### src/rtl/adc_poll_pkg.sv
package adc_poll_pkg;

  localparam int CMD_W  = 17;
  localparam int RES_W  = 16;
  localparam int SMP_HI = 11;
  localparam int SMP_LO = 1;
  localparam int SMP_W  = SMP_HI - SMP_LO + 1;
  localparam int NCHAN  = 2;

  typedef enum logic [2:0] {
    PS_SETUP   = 3'd0,
    PS_IDLE    = 3'd1,
    PS_ISSUE   = 3'd2,
    PS_WAIT_HI = 3'd3,
    PS_WAIT_LO = 3'd4
  } poll_state_t;

endpackage

### src/rtl/adc_poll_fsm.sv
module adc_poll_fsm
  import adc_poll_pkg::*;
#(
  parameter int STEPS  = 3,
  parameter int STEP_W = $clog2(STEPS)
) (
  input  logic              clk,
  input  logic              rst,
  input  logic              start,
  input  logic              busy,
  output logic              cfg_go,
  output logic              issue_go,
  output logic [STEP_W-1:0] step,
  output logic [NCHAN-1:0]  cap_go,
  output logic              done
);

  localparam logic [STEP_W-1:0] LAST_STEP = STEP_W'(STEPS - 1);

  poll_state_t state_q, state_d;
  logic [STEP_W-1:0] step_q, step_d;
  logic frame_end;

  assign frame_end = (state_q == PS_WAIT_LO) && !busy;
  assign cfg_go    = (state_q == PS_SETUP);
  assign issue_go  = (state_q == PS_ISSUE) && !busy;
  assign step      = step_q;

  // Frame k (k >= 1) ending carries the conversion of the command sent in frame k-1
  genvar ch;
  generate
    for (ch = 0; ch < NCHAN; ch++) begin : g_cap
      assign cap_go[ch] = frame_end && (step_q == STEP_W'(ch + 1));
    end
  endgenerate

  always_comb begin
    state_d = state_q;
    step_d  = step_q;
    case (state_q)
      PS_SETUP:   state_d = PS_IDLE;
      PS_IDLE: begin
        step_d = '0;
        if (start) state_d = PS_ISSUE;
      end
      PS_ISSUE:   if (!busy) state_d = PS_WAIT_HI;
      PS_WAIT_HI: if (busy)  state_d = PS_WAIT_LO;
      PS_WAIT_LO: begin
        if (!busy) begin
          if (step_q == LAST_STEP) begin
            state_d = PS_IDLE;
          end else begin
            step_d  = step_q + 1'b1;
            state_d = PS_ISSUE;
          end
        end
      end
      default:    state_d = PS_IDLE;
    endcase
  end

  always_ff @(posedge clk) begin
    if (rst) begin
      state_q <= PS_SETUP;
      step_q  <= '0;
      done    <= 1'b0;
    end else begin
      state_q <= state_d;
      step_q  <= step_d;
      done    <= frame_end && (step_q == LAST_STEP);
    end
  end

endmodule

### src/rtl/adc_poll_txreg.sv
module adc_poll_txreg
  import adc_poll_pkg::*;
#(
  parameter int               STEP_W = 2,
  parameter logic [CMD_W-1:0] CMD_X  = 17'h1A000,
  parameter logic [CMD_W-1:0] CMD_Y  = 17'h1E000,
  parameter logic             CPOL   = 1'b0,
  parameter logic             CPHA   = 1'b1
) (
  input  logic              clk,
  input  logic              rst,
  input  logic              cfg_go,
  input  logic              issue_go,
  input  logic [STEP_W-1:0] step,
  output logic [CMD_W-1:0]  tx,
  output logic              send,
  output logic              cpol,
  output logic              cpha
);

  // Even steps address X, odd steps address Y
  logic [CMD_W-1:0] cmd_sel;
  assign cmd_sel = step[0] ? CMD_Y : CMD_X;

  always_ff @(posedge clk) begin
    if (rst) begin
      tx   <= '0;
      send <= 1'b0;
      cpol <= 1'b0;
      cpha <= 1'b0;
    end else begin
      send <= issue_go;
      if (issue_go) tx <= cmd_sel;
      if (cfg_go) begin
        cpol <= CPOL;
        cpha <= CPHA;
      end
    end
  end

endmodule

### src/rtl/adc_poll_result.sv
module adc_poll_result
  import adc_poll_pkg::*;
(
  input  logic             clk,
  input  logic             rst,
  input  logic             cap,
  input  logic [SMP_W-1:0] field,
  output logic [RES_W-1:0] result,
  output logic             valid
);

  localparam int PAD_W = RES_W - SMP_W;

  always_ff @(posedge clk) begin
    if (rst) begin
      result <= '0;
      valid  <= 1'b0;
    end else begin
      valid <= cap;
      if (cap) result <= {{PAD_W{1'b0}}, field};
    end
  end

endmodule

### src/rtl/adc_pair_poller.sv
module adc_pair_poller
  import adc_poll_pkg::*;
#(
  parameter int               STEPS = 3,
  parameter logic [CMD_W-1:0] CMD_X = 17'h1A000,
  parameter logic [CMD_W-1:0] CMD_Y = 17'h1E000
) (
  input  logic             clk,
  input  logic             rst,
  input  logic             start,
  input  logic             spi_busy,
  input  logic [CMD_W-1:0] spi_rx,
  output logic [CMD_W-1:0] spi_tx,
  output logic             spi_send,
  output logic             spi_cpol,
  output logic             spi_cpha,
  output logic [RES_W-1:0] x_result,
  output logic             x_valid,
  output logic [RES_W-1:0] y_result,
  output logic             y_valid,
  output logic             done
);

  localparam int STEP_W = $clog2(STEPS);

  logic              cfg_go;
  logic              issue_go;
  logic [STEP_W-1:0] step;
  logic [NCHAN-1:0]  cap_go;
  logic [RES_W-1:0]  res   [NCHAN];
  logic [NCHAN-1:0]  res_v;

  adc_poll_fsm #(.STEPS(STEPS), .STEP_W(STEP_W)) u_fsm (
    .clk(clk), .rst(rst), .start(start), .busy(spi_busy),
    .cfg_go(cfg_go), .issue_go(issue_go), .step(step),
    .cap_go(cap_go), .done(done)
  );

  adc_poll_txreg #(.STEP_W(STEP_W), .CMD_X(CMD_X), .CMD_Y(CMD_Y)) u_tx (
    .clk(clk), .rst(rst), .cfg_go(cfg_go), .issue_go(issue_go),
    .step(step), .tx(spi_tx), .send(spi_send),
    .cpol(spi_cpol), .cpha(spi_cpha)
  );

  genvar ch;
  generate
    for (ch = 0; ch < NCHAN; ch++) begin : g_res
      adc_poll_result u_res (
        .clk(clk), .rst(rst), .cap(cap_go[ch]),
        .field(spi_rx[SMP_HI:SMP_LO]),
        .result(res[ch]), .valid(res_v[ch])
      );
    end
  endgenerate

  assign x_result = res[0];
  assign y_result = res[1];
  assign x_valid  = res_v[0];
  assign y_valid  = res_v[1];

endmodule

### config.mk
export PLATFORM = sky130hd
export DESIGN_NAME = adc_pair_poller
export DESIGN_NICKNAME = d
export VERILOG_FILES = /design/src/rtl/adc_poll_pkg.sv /design/src/rtl/adc_poll_fsm.sv /design/src/rtl/adc_poll_txreg.sv /design/src/rtl/adc_poll_result.sv /design/src/rtl/adc_pair_poller.sv
export SDC_FILE = /design/constraint.sdc
export NUM_CORES = 1
export LEC_CHECK = 0
export BUFFER_PORTS_ARGS = -buffer_cell sky130_fd_sc_hd__buf_2
export CELL_PAD_IN_SITES_DETAIL_PLACEMENT = 2
export CELL_PAD_IN_SITES_GLOBAL_PLACEMENT = 2
export CORE_MARGIN = 4
export CORE_UTILIZATION = 26
export DETAILED_ROUTE_END_ITERATION = 10
export GPL_TIMING_DRIVEN = 0
export PLACE_DENSITY = 0.84
export SETUP_SLACK_MARGIN = 0.4
export SKIP_CTS_REPAIR_TIMING = 1
export SYNTH_ARGS = -nofsm -noshare
export SYNTH_HDL_FRONTEND = slang
export SYNTH_SLANG_ARGS = --single-unit
### constraint.sdc
create_clock -name clk -period 2 [get_ports clk]
set_clock_uncertainty 0.05 [all_clocks]
set_input_delay 0.4 -clock clk [delete_from_list [all_inputs] [get_ports clk]]
set_output_delay 0.4 -clock clk [all_outputs]
set_load 0.03 [all_outputs]
# Yosys cells after proc, flatten, opt, wreduce, memory -nomap -nowiden
# Index checks and enable logic that the tools add are counted.
# word_totals
mem_bits_ro	0
elab_cells	40
memories	0
latchBits	0
register_bits	48
output_inout_bits	55
inputBits	21
mem_bits_rw	0
# op_classes
reduce_logical	9
shift	0
n_bitwise	0
n_eq_ne	11
order_cmp	0
n_div	0
n_addsub	1
muxes	10
multipliers	0
# ops
cell	n
$mux 15	1
$mux 3	4
$pmux 3 s4	1
$ne 2x2->1 const B	5
$eq 3x2->1 const B	2
$mux 2	3
$logic_and 1x1->1	4
$pmux 2 s2	1
$reduce_and 4->1	1
$eq 3x1->1 const B	1
$eq 3x3->1 const B	1
$logic_not 3->1	1
$reduce_and 3->1	1
$add 2x1->2 const B	1
$eq 2x1->1 const B	1
$eq 2x2->1 const B	1
$reduce_bool 2->1	1
$logic_not 1->1	1

# Longest topological paths before layout
# Gate-level depths: netlist of the first run.
# depth
ltp_word	4
mapped_depth	5
ltp_nobuf	5

# Hierarchy
# A second synthesis of the first run with hierarchy kept.
# unflattened
cells_unflattened	156
hier_area_um2	1529.0
# modules_own_cells
mod	n_inst	cells_each	area_each_um2	seq_area_each_um2
adc_poll_result	2	43	455.4	240.2
adc_poll_fsm	1	42	379.1	120.1
adc_poll_txreg	1	28	239.0	80.1

# Worst setup path before layout of the first run
# OpenSTA, ideal clock, no wires.
# synth_timing
path_type	input port to flip-flop
from	input spi_busy
to	register u_fsm.step_q[1] (netlist: u_fsm.step[1])
n_path_buf	1
arrival_ps	1401
path_stages	4
setup_slack_ps	478
t_required_ps	1879
setup_ps	71
path_cell_list	buf_6 > or4b_4 > or3_1 > a21oi_1
# synth_between
elab_chain_len	2
# synth_rtl
item	line_no	text
start: declaration	adc_pair_poller.sv:11	input logic spi_busy,
$ne 2x2->1 (no line)	--	
$reduce_and 3->1 (no line)	--	
end signal: assignment	adc_poll_fsm.sv:69	step_q <= step_d;
end: declaration	adc_poll_fsm.sv:21	logic [STEP_W-1:0] step_q, step_d;
# No other way between the ends.
# A chain may end at the register's enable or synchronous reset.

# Worst setup path after layout of the first run
# layout_timing
from	register u_fsm.step_q[0] (netlist: u_fsm.step[0])
to	register u_fsm.step_q[0] (netlist: u_fsm.step[0])
# layout_between
elab_chain_len	4
word_cells_on_any_way	7
classes_between	add/sub (1); eq/ne (2); mux (3); reduce/logical (1)
# layout_rtl
item	line_no	text
$add 2x1->2	adc_poll_fsm.sv:53	step_d = step_q + 1'b1;
$mux 2	adc_poll_fsm.sv:50	if (step_q == LAST_STEP) begin
$mux 2	adc_poll_fsm.sv:49	if (!busy) begin
$pmux 2 s2	adc_poll_fsm.sv:40	case (state_q)
# Several ways; a longest one is shown, not always the timed one. The select of a mux whose other input is x is not followed.

==> run_results.csv, run 1 <==
group,metric,value,unit
critical_path,worst-path-max-fanout,7,
power,internal-power,1030,uW
detailed_routing,routed_via_density,4.28,
detailed_routing,wl,4710,um
power,p_comb_frac,0.165,
cts,clkLatencyLatePin,0.28,ns
detailed_routing,vias,1391,
power,powerDensity,651,nW/um^2
synth,synthTopCellsByArea,"dfxtp_1 (40%), mux2i_1 (14%), nand2b_1 (13%)",
synth,async_flop_share,0,
critical_path,end_kind,"register",
placed_design,dpl.hpwl,3480,um
sta,hold_viol,0,
power,vdd_ir_drop_max,0.000389,V
critical_path,critical_path_class,"reg2reg",
synth,yosysMostFrequentCell,"nand2b_1",
synth,ys_types,29,
power,p_total,1420,uW
synth,synth-seq-area-share,0.398,
finish,design_area,2190,sq um
global_route,grt-ovfl-total,0,
status,run_status,"complete, no violations",
critical_path,crit_family,"simple AND/OR/NAND/NOR gates",
power,sequentialPowerShare,0.477,
sta,max_freq,0.640,GHz
sta,post-route-min-period,1.56,ns
critical_path,startpoint_type,"register",
cts,cts_buffers,5,
sta,fin_crit_sh,0.781,
synth,synth_seq_cells,33,
synth,syn_inst,175,
sta,setup_viol,0,
global_route,grt_use_total,0.124,
placed_design,dpl_cell_area,2050,sq um
power,netSwitchingFraction,0.276,
sta,relSlewSlack,0.663,
synth,synth.top_cell.area_share,0.398,
power,p_leak,0.00109,uW
cts,clkSlewWorstSetupHoldPaths,0.07,ns
floorplanning,fp.dieW,87.9,um
cts,clock_path_buffers,2,
critical_path,crit_slowest_cell,"dfxtp_2",
floorplanning,initial_core_util,0.274,
sta,rsz0062_at_grt,"yes",
global_route,grt_max_degree,11,
critical_path,worstPathArrival,1.68,ns
cts,cts_tree,"built",
floorplanning,core-area,6060,sq um
cts,cts_root_buf,"clkbuf_8",
run,drv_cap,0,
floorplanning,io_pins,76,
synth,syn_area,1660,sq um
detailed_routing,ant_nets,0,
critical_path,reg2reg_slack,0.44,ns
finish,layout-drive-gt1-share,0.364,
synth,syn_avg_cell_area,9.48,sq um
floorplanning,die_area,7720,sq um
sta,slew_violations,0,
detailed_routing,drt_iter0_markers,53,
synth,yosys.area.top_type,"dfxtp_1",
synth,synth_ff_type,"dfxtp_1",
hold_path,hp-class,"in2reg",
detailed_routing,drc,0,
global_route,first_global_vias,1493,
detailed_routing,detail_route.wl_per_cell,14.5,um
detailed_routing,drtPass1Iterations,4,
critical_path,path_cells,"inv_1 -> ha_2 -> nor4_2 -> nor3_1 -> or3_1",
sta,worst_slew_pin_slew,0.505,ns
power,p_switching,393,uW
synth,synth_edf_count,0,
finish,synthToLayoutAreaGrowth,31.9,%
power,pwr-share-clk,0.358,
floorplanning,num_rows,28,
floorplanning,die_h,87.9,um
finish,layout.nets,274,
global_route,antenna_found_initial,0,
critical_path,max_stage_delay,0.38,ns
global_route,grt_pass1_wl,7360,um
critical_path,cp_num_buf_inv,1,
synth,synthTopCellsByCount,"nand2b_1 (34), dfxtp_1 (33), buf_4 (27)",
critical_path,required,2.11,ns
placed_design,gp_congestion,0.761,
placed_design,place.port_buffers,43,
sta,tns,0,ns
synth,yosysWarnings,0,
cts,clock_sinks,33,
cts,h-tree-depth,2,
finish,antenna-diode-count,0,
[placed cells by master (no fill, tap or decap)]
master and count:
a21oi_1 5, nor4b_4 2, o211ai_1 1, a311oi_1 1
and2_1 2, clkbuf_1 7, nand3b_1 1, buf_6 1
o21ai_0 2, nand2b_1 34, or3_1 3, nand2_1 3
clkbuf_2 1, nor2_1 8, nor2b_1 1, nand2_2 1
or3b_2 1, clkbuf_4 1, nor4_2 1, nor3b_1 1
ha_1 2, dfxtp_1 32, buf_4 29, or4b_4 1
nor4_1 2, inv_1 2, and3b_1 1, nor3_1 3
ha_2 1, conb_1 24, buf_2 45, clkbuf_8 6
dfxtp_2 1, and3_1 1, mux2i_1 23
[layer usage]
metal,part of all wire,vias up,wire [um],GRT usage
met5,0,-,0,0
met3,0.051,4,240,0.0282
li1,-,674,-,-
met1,0.40,672,1880,0.137
met2,0.54,41,2540,0.232
met4,0.011,0,53,0.0391
[layout make-up]
type                            count  area (sq um)
Buffer                             38           259
Clock buffer                        7          86.3
Fill cell                         690          3870
Inverter                            2          7.51
Multi-Input combinational cell    125           850
Sequential cell                    33           662
Tap cell                           75          93.8
Timing Repair Buffer               45           230
[power groups by stage]
| stage | combinational, uW | clock [uW] | sequential, uW |
|---|---|---|---|
| after floorplan | 176 | 0 | 698 |
| after global placement | 223 | 0 | 690 |
| after detailed placement | 227 | 0 | 691 |
| after CTS | 228 | 522 | 676 |
| after global routing | 257 | 547 | 679 |
| final | 236 | 510 | 679 |
[metrics by stage]
stage               worst slack (ns)  cells  hold slack (ns)  utilization
global placement               0.342    316            0.400        0.339
detailed placement             0.267    316            0.422        0.339
global route                   0.323    325            0.363        0.361
CTS                            0.240    323            0.356        0.353
finish                         0.439    325            0.358        0.361
floorplan                      0.478    198            0.451            -
[final timing paths]
path                                                             from                                     to  cells after the start
worst min-delay path                                        spi_rx[9]  g_res[1].u_res.result[8]$_SDFFE_PP0P_                      3
worst min register to register  g_res[0].u_res.result[9]$_SDFFE_PP0P_  g_res[0].u_res.result[9]$_SDFFE_PP0P_                      2
worst max-delay path                       u_fsm.step[0]$_SDFFE_PP0P_             u_fsm.step[0]$_SDFFE_PP0P_                      5
worst max register to register             u_fsm.step[0]$_SDFFE_PP0P_             u_fsm.step[0]$_SDFFE_PP0P_                      5
[tightest hold or removal path: stages]
cell      delay (ns)
buf_2           0.10
nand2b_1        0.08
mux2i_1         0.06
[sequential cells by signal (all words and copies together) (netlist names)]
signal and flops:
g_res.u_res.result 22, u_fsm.state_q 3, g_res.u_res.valid 2, u_fsm.step 2, u_tx.tx 2, u_tx.cpha 1
u_tx.send 1
[kinds of logic after synthesis]
| family | synth area share |
|---|---|
| compound gates | 0.0309 |
| simple gates | 0.248 |
| mux | 0.139 |
| flops | 0.398 |
| buf+inv | 0.159 |
| other cells | 0.00226 |
| fa+ha+maj | 0.0226 |
(Power assumes the default switching activity.)
==> inputs of run 2 (changes only) <==
CORE_UTILIZATION = 24   (was 26)
PLACE_DENSITY = 0.82   (was 0.84)
clock period = 1.28 ns   (was 2 ns; I/O delays follow)
==> run 2 against run 1 <==
Compared with the run above: the run now ends with setup timing left; design area grew 27%; combinational power rose by 100%; non-clock buffer count is 22 higher.
==> run_results.csv, run 2 (same netlist as run 1, synthesis figures left out) <==
group,metric,value,unit
power,p_leak,0.00131,uW
sta,fin_crit_sh,1.19,
detailed_routing,wl,6680,um
detailed_routing,drt_iter0_markers,43,
finish,n_fill_cell,706,
global_route,grt_pass1_wl,7870,um
placed_design,gp_congestion,0.717,
global_route,grt_use_total,0.120,
critical_path,end_kind,"register",
status,violations,"setup timing",
global_route,antenna_found_initial,0,
finish,layout-drive-gt1-share,0.586,
finish,ff_latch_area,711,sq um
cts,clock_sinks,33,
finish,layout.nets,296,
critical_path,worstPathArrival,1.66,ns
floorplanning,core-area,6760,sq um
detailed_routing,vias,1525,
floorplanning,num_rows,30,
critical_path,critical_path_class,"reg2reg",
sta,max_freq,0.659,GHz
finish,largest_reg_flops,22,
finish,multi_input_area,942,sq um
cts,cts_buffers,5,
cts,cts_root_buf,"clkbuf_8",
power,powerDensity,934,nW/um^2
global_route,grt_max_degree,11,
cts,clkSlewWorstSetupHoldPaths,0.08,ns
sta,hold_viol,0,
power,vdd_ir_drop_max,0.000385,V
floorplanning,initial_core_util,0.246,
sta,setup_slack,-0.237,ns
detailed_routing,drc,0,
sta,holdWs,0.196,ns
run,drv_cap,0,
cts,clock_path_buffers,2,
floorplanning,die_h,91.1,um
finish,final_cell_mix,"buf_4 (45), buf_6 (39), nand2b_1 (34), dfxtp_2 (28), conb_1 (24)",
status,run_status,"finished with violations",
cts,h-tree-depth,2,
sta,setup_viol,26,
finish,stdcell_count,353,
placed_design,place.port_buffers,43,
detailed_routing,routed_via_density,4.32,
placed_design,dpl.hpwl,3590,um
hold_path,hp-class,"in2reg",
global_route,grt-ovfl-total,0,
cts,cts_tree,"built",
finish,largest_register,"g_res.u_res.result",
detailed_routing,detail_route.wl_per_cell,18.9,um
placed_design,place_inst,321,
floorplanning,io_pins,76,
detailed_routing,drtPass1Iterations,4,
finish,top_regs,"g_res.u_res.result (22), u_fsm.state_q (3)",
floorplanning,fp.dieW,91.1,um
cts,clkLatencyLatePin,0.28,ns
finish,final_common_cell,"buf_4",
sta,slew_violations,0,
finish,antenna-diode-count,0,
critical_path,worst-path-max-fanout,7,
critical_path,startpoint_type,"register",
global_route,first_global_vias,1580,
sta,post-route-min-period,1.52,ns
floorplanning,die_area,8310,sq um
sta,rsz0062_at_grt,"yes",
finish,synthToLayoutAreaGrowth,67.6,%
detailed_routing,ant_nets,0,
critical_path,required,1.42,ns
==> run 2: changes by cell type in the layout (fill, tap and decap cells not counted), sizes merged <==
cell    delta
bufinv     +1
buf       +23
clkbuf     -1
==> run 2: final timing paths <==
path | startpoint | end | slack, ns | cells after the start
worst min register to register | g_res[0].u_res.result[7]$_SDFFE_PP0P_ | g_res[0].u_res.result[7]$_SDFFE_PP0P_ | 0.44 | 2
worst max register to register | u_fsm.state_q[0]$_SDFFE_PP0P_ | g_res[1].u_res.result[0]$_SDFFE_PP0P_ | -0.24 | 4
worst min-delay path | start | u_fsm.state_q[1]$_SDFFE_PP0P_ | 0.20 | 3
worst max-delay path | u_fsm.state_q[0]$_SDFFE_PP0P_ | g_res[1].u_res.result[0]$_SDFFE_PP0P_ | -0.24 | 4
==> run 2: routing by layer <==
layer	vias up	routed length (um)	track usage
met5	-	0	0
met4	0	93	0.0415
met3	6	175	0.0282
met2	46	3940	0.225
met1	753	2470	0.130
li1	720	-	-
==> run 2: final cells by class <==
type,instances,share of cell area
clock inverter,1,0.0108
clock buffer,7,0.0310
multi-input combinational,125,0.339
timing repair buffer,67,0.214
sequential,33,0.256
inverter,2,0.00360
buffer,38,0.111
tap,80,0.0360
==> run 2: worst max-delay path, cell delays in order (launching register included) <==
cell and delay [ns]:
dfxtp_2 0.36, nor4b_4 0.34, and2_1 0.20, buf_6 0.17, mux2i_1 0.30
==> run 2: report_power, final <==
part           internal, uW  switching, uW
Sequential             1040           26.1
Clock                   636            422
Combinational           210            264
Total                  1890            712
==> run 2: per-stage QoR <==
step | util | cell area (sq um) | setup slack, ns | TNS, ns | total power, uW
floorplan | - | 1800 | -0.0941 | -0.739 | 1380
global placement | 0.314 | 2120 | -0.193 | -3.72 | 1440
detailed placement | 0.314 | 2120 | -0.273 | -4.78 | 1450
CTS | 0.331 | 2240 | -0.361 | -5.47 | 2470
global route | 0.412 | 2780 | -0.290 | -4.18 | 2690
finish | 0.412 | 2780 | -0.237 | -2.93 | 2600
